File: src/rtl/pfd_pkg.sv
// Shared constants and mode decoding for the programmable frequency divider.
// Assumes BCD decades of four bits and a four-bit first-section field.
package pfd_pkg;

    localparam int DIG_W    = 4;
    localparam int LAST_W   = 3;

    localparam logic [2:0] MODE_DIV2  = 3'b000;
    localparam logic [2:0] MODE_DIV4  = 3'b001;
    localparam logic [2:0] MODE_DIV5  = 3'b010;
    localparam logic [2:0] MODE_DIV8  = 3'b011;
    localparam logic [2:0] MODE_DIV10 = 3'b100;

    // Modulus of the first section and how many low jam bits it occupies
    typedef struct packed {
        logic [3:0] modulus;
        logic [2:0] width;
    } sect_cfg_t;

    // Map a mode code to its first-section configuration (unlisted codes act as divide-by-10)
    function automatic sect_cfg_t decode_mode(input logic [2:0] code);
        sect_cfg_t cfg;
        case (code)
            MODE_DIV2: cfg = '{modulus: 4'd2,  width: 3'd1};
            MODE_DIV4: cfg = '{modulus: 4'd4,  width: 3'd2};
            MODE_DIV5: cfg = '{modulus: 4'd5,  width: 3'd3};
            MODE_DIV8: cfg = '{modulus: 4'd8,  width: 3'd3};
            default:   cfg = '{modulus: 4'd10, width: 3'd4};
        endcase
        return cfg;
    endfunction

endpackage

File: src/rtl/pfd_load_calc.sv
// Load value calculation.
// Splits the jam word into first-section, decade and last-section load values
// for the selected mode, clamps out-of-range fields and raises ratios below 3.
// Assumes the low jam nibble is shared by the first and last sections.
module pfd_load_calc
    import pfd_pkg::*;
#(
    parameter int NUM_DEC = 3
) (
    input  logic [DIG_W*(NUM_DEC+1)-1:0]   jam,
    input  logic [2:0]                     mode,
    output logic [3:0]                     first_ld,
    output logic [3:0]                     modulus_ld,
    output logic [NUM_DEC-1:0][DIG_W-1:0]  dig_ld,
    output logic [LAST_W-1:0]              last_ld
);

    localparam logic [NUM_DEC*DIG_W-1:0] DIG_ONE = (NUM_DEC*DIG_W)'(1);

    sect_cfg_t                     cfg;
    logic [3:0]                    first_mask;
    logic [3:0]                    first_raw;
    logic [3:0]                    first_max;
    logic [3:0]                    first_c;
    logic [LAST_W-1:0]             last_raw;
    logic [NUM_DEC-1:0][DIG_W-1:0] dig_c;
    logic                          upper_zero;
    logic                          upper_one;
    logic                          too_small;

    // Clamp each decade nibble into BCD range
    for (genvar g = 0; g < NUM_DEC; g++) begin : g_dig_clamp
        always_comb begin
            if (jam[DIG_W*(g+1) +: DIG_W] > 4'd9) begin
                dig_c[g] = 4'd9;
            end else begin
                dig_c[g] = jam[DIG_W*(g+1) +: DIG_W];
            end
        end
    end

    // Split the shared low nibble between first and last sections
    always_comb begin
        cfg        = decode_mode(mode);
        first_mask = 4'((5'd1 << cfg.width) - 5'd1);
        first_raw  = jam[3:0] & first_mask;
        first_max  = cfg.modulus - 4'd1;
        first_c    = (first_raw > first_max) ? first_max : first_raw;
        last_raw   = LAST_W'(jam[3:0] >> cfg.width);
    end

    // Detect ratios below three and substitute the value three
    always_comb begin
        upper_zero = (dig_c == '0) && (last_raw == '0);
        upper_one  = (dig_c == DIG_ONE) && (last_raw == '0);
        too_small  = (upper_zero && (first_c < 4'd3)) ||
                     ((cfg.modulus == 4'd2) && upper_one && (first_c == 4'd0));
        modulus_ld = cfg.modulus;
        if (too_small) begin
            last_ld = '0;
            if (cfg.modulus == 4'd2) begin
                first_ld = 4'd1;
                dig_ld   = DIG_ONE;
            end else begin
                first_ld = 4'd3;
                dig_ld   = '0;
            end
        end else begin
            first_ld = first_c;
            dig_ld   = dig_c;
            last_ld  = last_raw;
        end
    end

endmodule

File: src/rtl/pfd_first_stage.sv
// Fast first counting section.
// A down-counter whose modulus is captured at every load. It wraps from 0 to
// modulus-1 and signals a borrow on the wrapping step.
// Assumes the load value is already below the modulus.
module pfd_first_stage #(
    parameter int SECT_W = 4
) (
    input  logic              clk,
    input  logic              rst_n,
    input  logic              load,
    input  logic              dec_en,
    input  logic [SECT_W-1:0] ld_val,
    input  logic [SECT_W-1:0] ld_mod,
    output logic [SECT_W-1:0] val,
    output logic [SECT_W-1:0] modulus,
    output logic              borrow
);

    // Hold the count and the modulus it runs under
    always_ff @(posedge clk) begin
        if (!rst_n) begin
            val     <= '0;
            modulus <= SECT_W'(10);
        end else if (load) begin
            val     <= ld_val;
            modulus <= ld_mod;
        end else if (dec_en) begin
            val <= (val == '0) ? modulus - SECT_W'(1) : val - SECT_W'(1);
        end
    end

    // Borrow into the next section on the wrap step
    assign borrow = dec_en && (val == '0);

endmodule

File: src/rtl/pfd_down_digit.sv
// Generic loadable down-counting digit.
// Used both for the BCD decades (wrap to 9) and for the last section.
// Assumes the caller only steps it when a borrow arrives from below.
module pfd_down_digit #(
    parameter int         W    = 4,
    parameter logic [W-1:0] WRAP = '1
) (
    input  logic         clk,
    input  logic         rst_n,
    input  logic         load,
    input  logic         bin,
    input  logic [W-1:0] ld_val,
    output logic [W-1:0] val
);

    // Load, or step down by one on a borrow
    always_ff @(posedge clk) begin
        if (!rst_n) begin
            val <= '0;
        end else if (load) begin
            val <= ld_val;
        end else if (bin) begin
            val <= (val == '0) ? WRAP : val - W'(1);
        end
    end

endmodule

File: src/rtl/prog_freq_divider.sv
// Programmable divide-by-N counter, top level.
// Chains the first section, NUM_DEC BCD decades and the last section. It
// reloads from the jam inputs on master preset or at terminal count (value 1),
// and drives a one-cycle pulse that can be held until the next preset.
// Assumes all inputs are synchronous to clk.
module prog_freq_divider
    import pfd_pkg::*;
#(
    parameter int NUM_DEC = 3
) (
    input  logic                         clk,
    input  logic                         rst_n,
    input  logic [DIG_W*(NUM_DEC+1)-1:0] jam_val,
    input  logic [2:0]                   mode_sel,
    input  logic                         master_preset,
    input  logic                         latch_en,
    output logic                         div_out
);

    logic [3:0]                    first_ld;
    logic [3:0]                    modulus_ld;
    logic [NUM_DEC-1:0][DIG_W-1:0] dig_ld;
    logic [LAST_W-1:0]             last_ld;
    logic [3:0]                    first_val;
    logic [3:0]                    modulus;
    logic [NUM_DEC-1:0][DIG_W-1:0] dig_val;
    logic [LAST_W-1:0]             last_val;
    logic [NUM_DEC:0]              chain;
    logic                          first_borrow;
    logic                          upper_zero;
    logic                          tc;
    logic                          idle;
    logic                          load;
    logic                          dec_en;
    logic                          latched;

    pfd_load_calc #(.NUM_DEC(NUM_DEC)) load_i (
        .jam        (jam_val),
        .mode       (mode_sel),
        .first_ld   (first_ld),
        .modulus_ld (modulus_ld),
        .dig_ld     (dig_ld),
        .last_ld    (last_ld)
    );

    pfd_first_stage #(.SECT_W(4)) first_i (
        .clk     (clk),
        .rst_n   (rst_n),
        .load    (load),
        .dec_en  (dec_en),
        .ld_val  (first_ld),
        .ld_mod  (modulus_ld),
        .val     (first_val),
        .modulus (modulus),
        .borrow  (first_borrow)
    );

    assign chain[0] = first_borrow;

    // One BCD decade per position, each borrowing from the one below
    for (genvar g = 0; g < NUM_DEC; g++) begin : g_decade
        pfd_down_digit #(.W(DIG_W), .WRAP(4'd9)) dec_i (
            .clk    (clk),
            .rst_n  (rst_n),
            .load   (load),
            .bin    (chain[g]),
            .ld_val (dig_ld[g]),
            .val    (dig_val[g])
        );
        assign chain[g+1] = chain[g] && (dig_val[g] == '0);
    end

    pfd_down_digit #(.W(LAST_W), .WRAP('1)) last_i (
        .clk    (clk),
        .rst_n  (rst_n),
        .load   (load),
        .bin    (chain[NUM_DEC]),
        .ld_val (last_ld),
        .val    (last_val)
    );

    // Terminal and idle decoding of the whole mixed-radix value
    always_comb begin
        upper_zero = (dig_val == '0) && (last_val == '0);
        tc         = upper_zero && (first_val == 4'd1);
        idle       = upper_zero && (first_val == 4'd0);
        load       = master_preset || tc;
        dec_en     = !load && !idle;
    end

    // Hold the output after a pulse when latching is enabled
    always_ff @(posedge clk) begin
        if (!rst_n) begin
            latched <= 1'b0;
        end else if (master_preset) begin
            latched <= 1'b0;
        end else if (tc && latch_en) begin
            latched <= 1'b1;
        end
    end

    assign div_out = tc || latched;

endmodule

File: config.mk
export PLATFORM = sky130hd
export DESIGN_NAME = prog_freq_divider
export DESIGN_NICKNAME = d
export VERILOG_FILES = /design/src/rtl/pfd_pkg.sv /design/src/rtl/pfd_load_calc.sv /design/src/rtl/pfd_first_stage.sv /design/src/rtl/pfd_down_digit.sv /design/src/rtl/prog_freq_divider.sv
export SDC_FILE = /design/constraint.sdc
export NUM_CORES = 1
export LEC_CHECK = 0
export ABC_AREA = 1
export BUFFER_PORTS_ARGS = -buffer_cell sky130_fd_sc_hd__buf_2
export CORE_UTILIZATION = 47
export CTS_BUF_LIST = sky130_fd_sc_hd__clkbuf_4 sky130_fd_sc_hd__clkbuf_8
export CTS_CLUSTER_SIZE = 20
export DETAILED_ROUTE_END_ITERATION = 6
export GPL_ROUTABILITY_DRIVEN = 0
export PLACE_DENSITY = 0.65
export SLEW_MARGIN = 20
export SYNTH_ARGS = -nofsm -noshare
export SYNTH_HDL_FRONTEND = slang
export SYNTH_SLANG_ARGS = --single-unit
File: constraint.sdc
create_clock -name clk -period 2.7 [get_ports clk]
set_input_delay 0.135 -clock clk [delete_from_list [all_inputs] [get_ports clk]]
set_output_delay 0.135 -clock clk [all_outputs]
set_load 0.005 [all_outputs]
# [After elaboration in Yosys (flattened, before gate mapping)]
# Index checks and enable logic that the tools add are counted.
[word_totals] ff_bits=24 inputBits=23 output_inout_bits=1 elab_cells=90
[classes] n_addsub=8 n_lt_le_gt_ge=5 eq_ne=6 n_shift=2 mux=25 n_bitwise=2 reduce_logical=35
[ops] cell="$mux 4" n=17
[ops] cell="$pmux 7 s4" n=1
[ops] cell="$sub 4x1->4 const B" n=7
[ops] cell="$logic_not 12->1" n=2
[ops] cell="$logic_not 4->1" n=5
[ops] cell="$logic_and 1x1->1" n=14
[ops] cell="$eq 12x1->1 const B" n=1
[ops] cell="$gt 4x4->1 const B" n=3
[ops] cell="$mux 12" n=1
[ops] cell="$mux 3" n=4
[ops] cell="$reduce_bool 2->1" n=5
[ops] cell="$logic_not 3->1" n=3
[ops] cell="$eq 3x2->1 const B" n=2
[ops] cell="$and 4x4->4" n=1
[ops] cell="$eq 4x1->1 const B" n=1
[ops] cell="$eq 4x2->1 const B" n=1
[ops] cell="$gt 4x4->1" n=1
[ops] cell="$lt 4x2->1 const B" n=1
[ops] cell="$shl 1x3->4 const A" n=1
[ops] cell="$shr 4x3->3" n=1
[ops] cell="$eq 3x1->1 const B" n=1
[ops] cell="$logic_or 1x1->1" n=3
[ops] cell="$sub 3x1->3 const B" n=1
[ops] cell="$logic_not 1->1" n=2
[ops] cell="4 further kinds" n=4

# [Depth between registers and ports, before layout]
[depth] ltp_word=12 mapped_depth=19 mapped_depth_nobuf=19

# [Cells and area by module]
# Synthesis repeated with hierarchy kept, for this count alone.
[unflattened] hier_cells=386 hier_area_um2=2249.7
[by_module_without_submodules] mod="pfd_down_digit at g_decade[0].dec_i ..." instances=3 cells_each=40 area_each_um2=249.0 seq_area_each_um2=80.1
[by_module_without_submodules] mod="pfd_load_calc" instances=1 cells_each=128 area_each_um2=645.6 seq_area_each_um2=0.0
[by_module_without_submodules] mod="pfd_first_stage" instances=1 cells_each=67 area_each_um2=465.4 seq_area_each_um2=160.2
[by_module_without_submodules] mod="pfd_down_digit at last_i" instances=1 cells_each=37 area_each_um2=210.2 seq_area_each_um2=60.1
[by_module_without_submodules] mod="prog_freq_divider" instances=1 cells_each=34 area_each_um2=181.4 seq_area_each_um2=20.0

# [Worst setup path after synthesis]
# OpenSTA, ideal clock, no wires.
[synth_timing] path_kind="in2reg" startpoint="input port mode_sel[1]" endpoint="register g_decade[0].dec_i.val[0]" setup_time_ns=0.072 arrival_ns=1.893 t_required_ns=2.628 slack_ns=0.736 stages=18 path_buffers=0 cell_sequence="inv_1 > nor2_1 > nand2_1 > ha_1 > inv_1 > ha_1 > nand2_1 > nand2_1 > nand3_1 > nand2_1 > nand2_1 > o21ai_0 > nand2_1 > nand3_1 > nand2_1 > nand3_1 > nand2_1 > a21oi_1"
[synth_between] elab_chain_cells=12 word_cells_on_any_way=25 cone_classes="add/sub (2); order compare (2); eq/ne (4); shift (2); mux (5); bitwise (1); reduce/logical (9)"
[synth_rtl] element="from (decl)" line_no="prog_freq_divider.sv:14" rtl="input logic [2:0] mode_sel,"
[synth_rtl] element="$eq 3x2->1, or another cell as far along" line_no="pfd_pkg.sv:23" rtl="case (code)"
[synth_rtl] element="$pmux 7 s4 (*)" line_no="pfd_pkg.sv:23"
[synth_rtl] element="$shl 1x3->4" line_no="pfd_load_calc.sv:45" rtl="first_mask = 4'((5'd1 << cfg.width) - 5'd1);"
[synth_rtl] element="$sub 4x1->4" line_no="pfd_load_calc.sv:45"
[synth_rtl] element="$and 4x4->4" line_no="pfd_load_calc.sv:46" rtl="first_raw = jam[3:0] & first_mask;"
[synth_rtl] element="$gt 4x4->1" line_no="pfd_load_calc.sv:48" rtl="first_c = (first_raw > first_max) ? first_max : first_raw;"
[synth_rtl] element="$mux 4" line_no="pfd_load_calc.sv:48"
[synth_rtl] element="$lt 4x2->1 or $logic_not 4->1 (tied branches)" line_no="pfd_load_calc.sv:56, pfd_load_calc.sv:57"
[synth_rtl] element="$logic_and 1x1->1, on equally long branches" line_no="pfd_load_calc.sv:56, pfd_load_calc.sv:57"
[synth_rtl] element="$logic_or 1x1->1" line_no="pfd_load_calc.sv:56" rtl="too_small = (upper_zero && (first_c < 4'd3)) ||"
[synth_rtl] element="$mux 12 (*)" line_no="pfd_load_calc.sv:59" rtl="if (too_small) begin"
[synth_rtl] element="$mux 4 (*)" line_no="pfd_down_digit.sv:20" rtl="end else if (load) begin"
[synth_rtl] element="to (signal assigned)" line_no="pfd_down_digit.sv:21" rtl="val <= ld_val;"
[synth_rtl] element="to (signal assigned)" line_no="pfd_down_digit.sv:23" rtl="val <= (val == '0) ? WRAP : val - W'(1);"
[synth_rtl] element="to (decl)" line_no="pfd_down_digit.sv:13" rtl="output logic [W-1:0] val"
# Mark *: on every way between the ends. The rest lies on a longest branch, timed or not.
# A chain may end at the register's enable or synchronous reset.

# [Worst setup path after layout]
[layout_timing] startpoint="register g_decade[1].dec_i.val[0]" endpoint="register g_decade[1].dec_i.val[0]"
[layout_between] elab_chain_cells=9 word_cells_on_any_way=16 cone_classes="add/sub (1); mux (3); reduce/logical (12)"
[layout_rtl] element="from (decl)" line_no="pfd_down_digit.sv:13"
[layout_rtl] element="from (signal assigned)" line_no="pfd_down_digit.sv:21"
[layout_rtl] element="from (signal assigned)" line_no="pfd_down_digit.sv:23"
[layout_rtl] element="parallel branches: the longest is 9 deep, another holds $sub 4x1->4"
# Parallel ways; which one is timed is not known. The select of a mux whose other input is x is not followed.

==> key figures <==
Outcome
  • Status: finished clean

Pwr
  • Worst vdd ir: 0.284 mV
  • Cell-internal power: around 0.70 mW
  • Clk pwr share: 0.226
  • Pwr per Cell Area: 556 nW/um^2
  • Net Switching: 0.460 mW
  • Sequential share of power: 0.386
  • Leakage power: just over 1 nW
  • Share of total power in combinational logic: 0.389
  • Sw Ratio: 0.397

Clock network
  • TritonCTS clock tree: built
  • Root Driver: clkbuf_8
  • Post-CTS Setup Inserts: 0
  • Sink Count: 24
  • CTS max path bufs: 2
  • CTS HTree Levels: 1
  • CTS buffer count: 3
  • CTS clk-pin slew, worst paths: around 100 ps
  • Hold bufs inserted after CTS: 0
  • Resized cells post-CTS: 0
  • Clock latency on the worst-skew pair: 280 ps

Timing
  • Worst setup margin: approximately 520 ps
  • Final hold violation count: 0
  • Slew headroom: 0.526
  • Final Cycle Share: 0.809
  • Setup TNS: 0 ps
  • Setup Viol. Count Final: 0
  • Clock Skew: 6.48 ps
  • Min cycle time layout: 2180 ps
  • RSZ-0062 raised after global routing: false
  • Hold_ws: 109 ps
  • Worst Max-Slew Pin Slew: 707 ps
  • Max Slew Vio Count: 0
  • Max Fclk: 0.458 GHz

Routing
  • Routed vias: around 1,900
  • Via density: 5.12
  • WL per Instance: 11.3 um
  • Drt total wl: between 4 and 5 mm
  • DRC: 0
  • Detail Route Antenna Nets: 0
  • Drt first pass iters: 5
  • Initial DRC count: 163

GRT
  • Total congestion overflow: 0
  • Initial antenna violation count: 0
  • Vias in the first global route: 1,603
  • Total track usage: 0.217
  • First-pass GRT wire length: between 7 and 8 mm
  • Largest net degree at the start of global routing: 26

Critical path
  • Crit path max-delay cell type: a31oi_1
  • Cell chain of the critical path: inv_2, nand2_1, nor3_1, nand2_2, nor3_4, nand2_1, a31oi_1, inv_1, o21ai_0, nor2_1
  • CP most frequent cell: nand2_1
  • Req. time, crit path: 2880 ps
  • CP Launch Type: flip-flop
  • Crit path max fanout: 5
  • CP peak stage delay: 450 ps
  • CP Capture Type: flip-flop
  • Critical path arrival: between 2000 and 2500 ps
  • Worst Setup Path Type: flip-flop to flip-flop

Yosys
  • Xor/xnor cell area share of the yosys netlist: 0.0139
  • Yosys top cell area share: 0.254
  • Synth Area in Adders: 0.0596
  • Synthesized net count: 340
  • Largest family of logic cells by synthesized area: simple AND/OR/NAND/NOR gates
  • Post-synthesis mux area share: 0
  • Synth area leaders: dfxtp_1 (25%), nand2_1 (13%), o21ai_0 (9.8%)
  • Seq cells post-synth: 24
  • Synth Area in Compound Gates: 0.226
  • Post-Syn Instances: 308
  • Netlist cell types: 34
  • Sequential fraction of the synthesis area: 0.254
  • Synth warn: 0
  • Mapped Area: approximately 1900 um^2
  • Post-synth top area cell: dfxtp_1
  • Synth Area per Inst: 6.14 um^2
  • Simple-Gate Fraction of Synth Area: 0.330

Place
  • Pre-CTS setup slack: 381 ps
  • Placement Cell Area: 2030 um^2
  • Dpl hpwl: 3.20 mm
  • Port bufs: 23

Layout
  • Most frequent cells in the layout: nand2_1 (66), nor2_1 (47), inv_1 (43)
  • Commonest non-fill, non-tap cell in the layout: nand2_1
  • Nets: roughly 360
  • Area Overhead vs Synth: 10.3%
  • Antenna cell count: 0
  • Sequential cell area: 480 um^2
  • Fin util: 0.553
  • Number of fill cells: 392
  • Multi-input gate area in the final layout: 1190 um^2
  • Post-route cell area: about 2100 um^2
  • Fraction of layout cells with a size suffix above 1: 0.124

Floorplanning
  • Die H: 65.4 um
  • Rows: 22
  • IO Pins: 24
  • Die Width: ~65 um
  • Floorplan core area: 3770 um^2
  • Die area: 4280 um^2
  • Starting Density: 0.501

Worst hold path
  • Hold Crit Class: input pin to flip-flop

Job
  • Maxcap violations: 0
==> final cells by class <==
class / instances / area share
Clock buffer: 4 / 0.0264
Inverter: 47 / 0.0858
Multi-Input combinational cell: 232 / 0.570
Sequential cell: 24 / 0.230
Tap cell: 48 / 0.0288
Timing Repair Buffer: 24 / 0.0588
==> cell usage after synthesis <==
cell type / count
o21ai_4: 1
buf_4: 1
nand2_1: 66
nand2_2: 2
a21oi_1: 22
nor3_4: 1
a31oi_1: 5
inv_2: 2
o31ai_2: 1
dfxtp_1: 24
nor2_2: 2
nand2_4: 1
o2111a_1: 1
nor2_1: 47
nor3_2: 1
o21a_1: 2
nand4_1: 1
inv_4: 1
clkinv_1: 1
o211ai_1: 3
xor2_1: 2
clkbuf_4: 1
nand3b_1: 2
inv_1: 43
o31ai_1: 1
nand3_2: 1
ha_1: 9
xnor2_1: 1
buf_2: 1
nor3_1: 5
nand3_1: 16
a211oi_1: 2
buf_6: 2
o21ai_0: 37
==> kinds of logic after synthesis <==
logic type / Yosys count
AND/OR/NAND/NOR: 145
XOR/XNOR: 3
buffers and inverters: 52
adder cells (fa/ha/maj): 9
AO/OA/AOI/OAI: 75
flip-flops: 24
==> path summary, 6_finish.rpt <==
check	depth (start not counted)	start	slack (ps)	to
max	10	g_decade[1].dec_i.val[0]	520	g_decade[1].dec_i.val[0]
min	2	latch_en	110	latched
max reg2reg	10	g_decade[1].dec_i.val[0]	520	g_decade[1].dec_i.val[0]
min reg2reg	2	first_i.modulus[3]	500	first_i.modulus[3]
==> worst max-delay path: cells and delay by family (launching register included) <==
kind,cells,cell delay [ps]
AND/OR/NAND/NOR,6,860
AO/OA/AOI/OAI,2,620
buffers and inverters,2,240
flip-flops,1,360
==> routing by layer <==
layer  track usage  up-vias  wire length, um
met5             0        -                0
met4        0.0652        0               61
met3        0.0208        7              120
met2         0.347       39             1840
met1         0.306      841             2250
li1              -     1052                -
==> state kept, by name, indices dropped and copies added (netlist names) <==
register	flops
g_decade.dec_i.val	12
first_i.modulus	4
first_i.val	4
last_i.val	3
latched	1
==> through the flow <==
step / std cells / power, mW
finish: 379 / 1.16
CTS: 379 / 1.16
global route: 379 / 1.26
floorplan: 308 / 0.801
global placement: 375 / 0.900
detailed placement: 375 / 0.899
==> power groups by stage <==
stage	Clock, mW	Sequential (mW)	Combinational [mW]
floorplan	0	0.444	0.357
global placement	0	0.454	0.446
detailed placement	0	0.454	0.444
CTS	0.268	0.446	0.449
global route	0.279	0.453	0.523
finish	0.261	0.447	0.451
(Power assumes the default switching activity.)
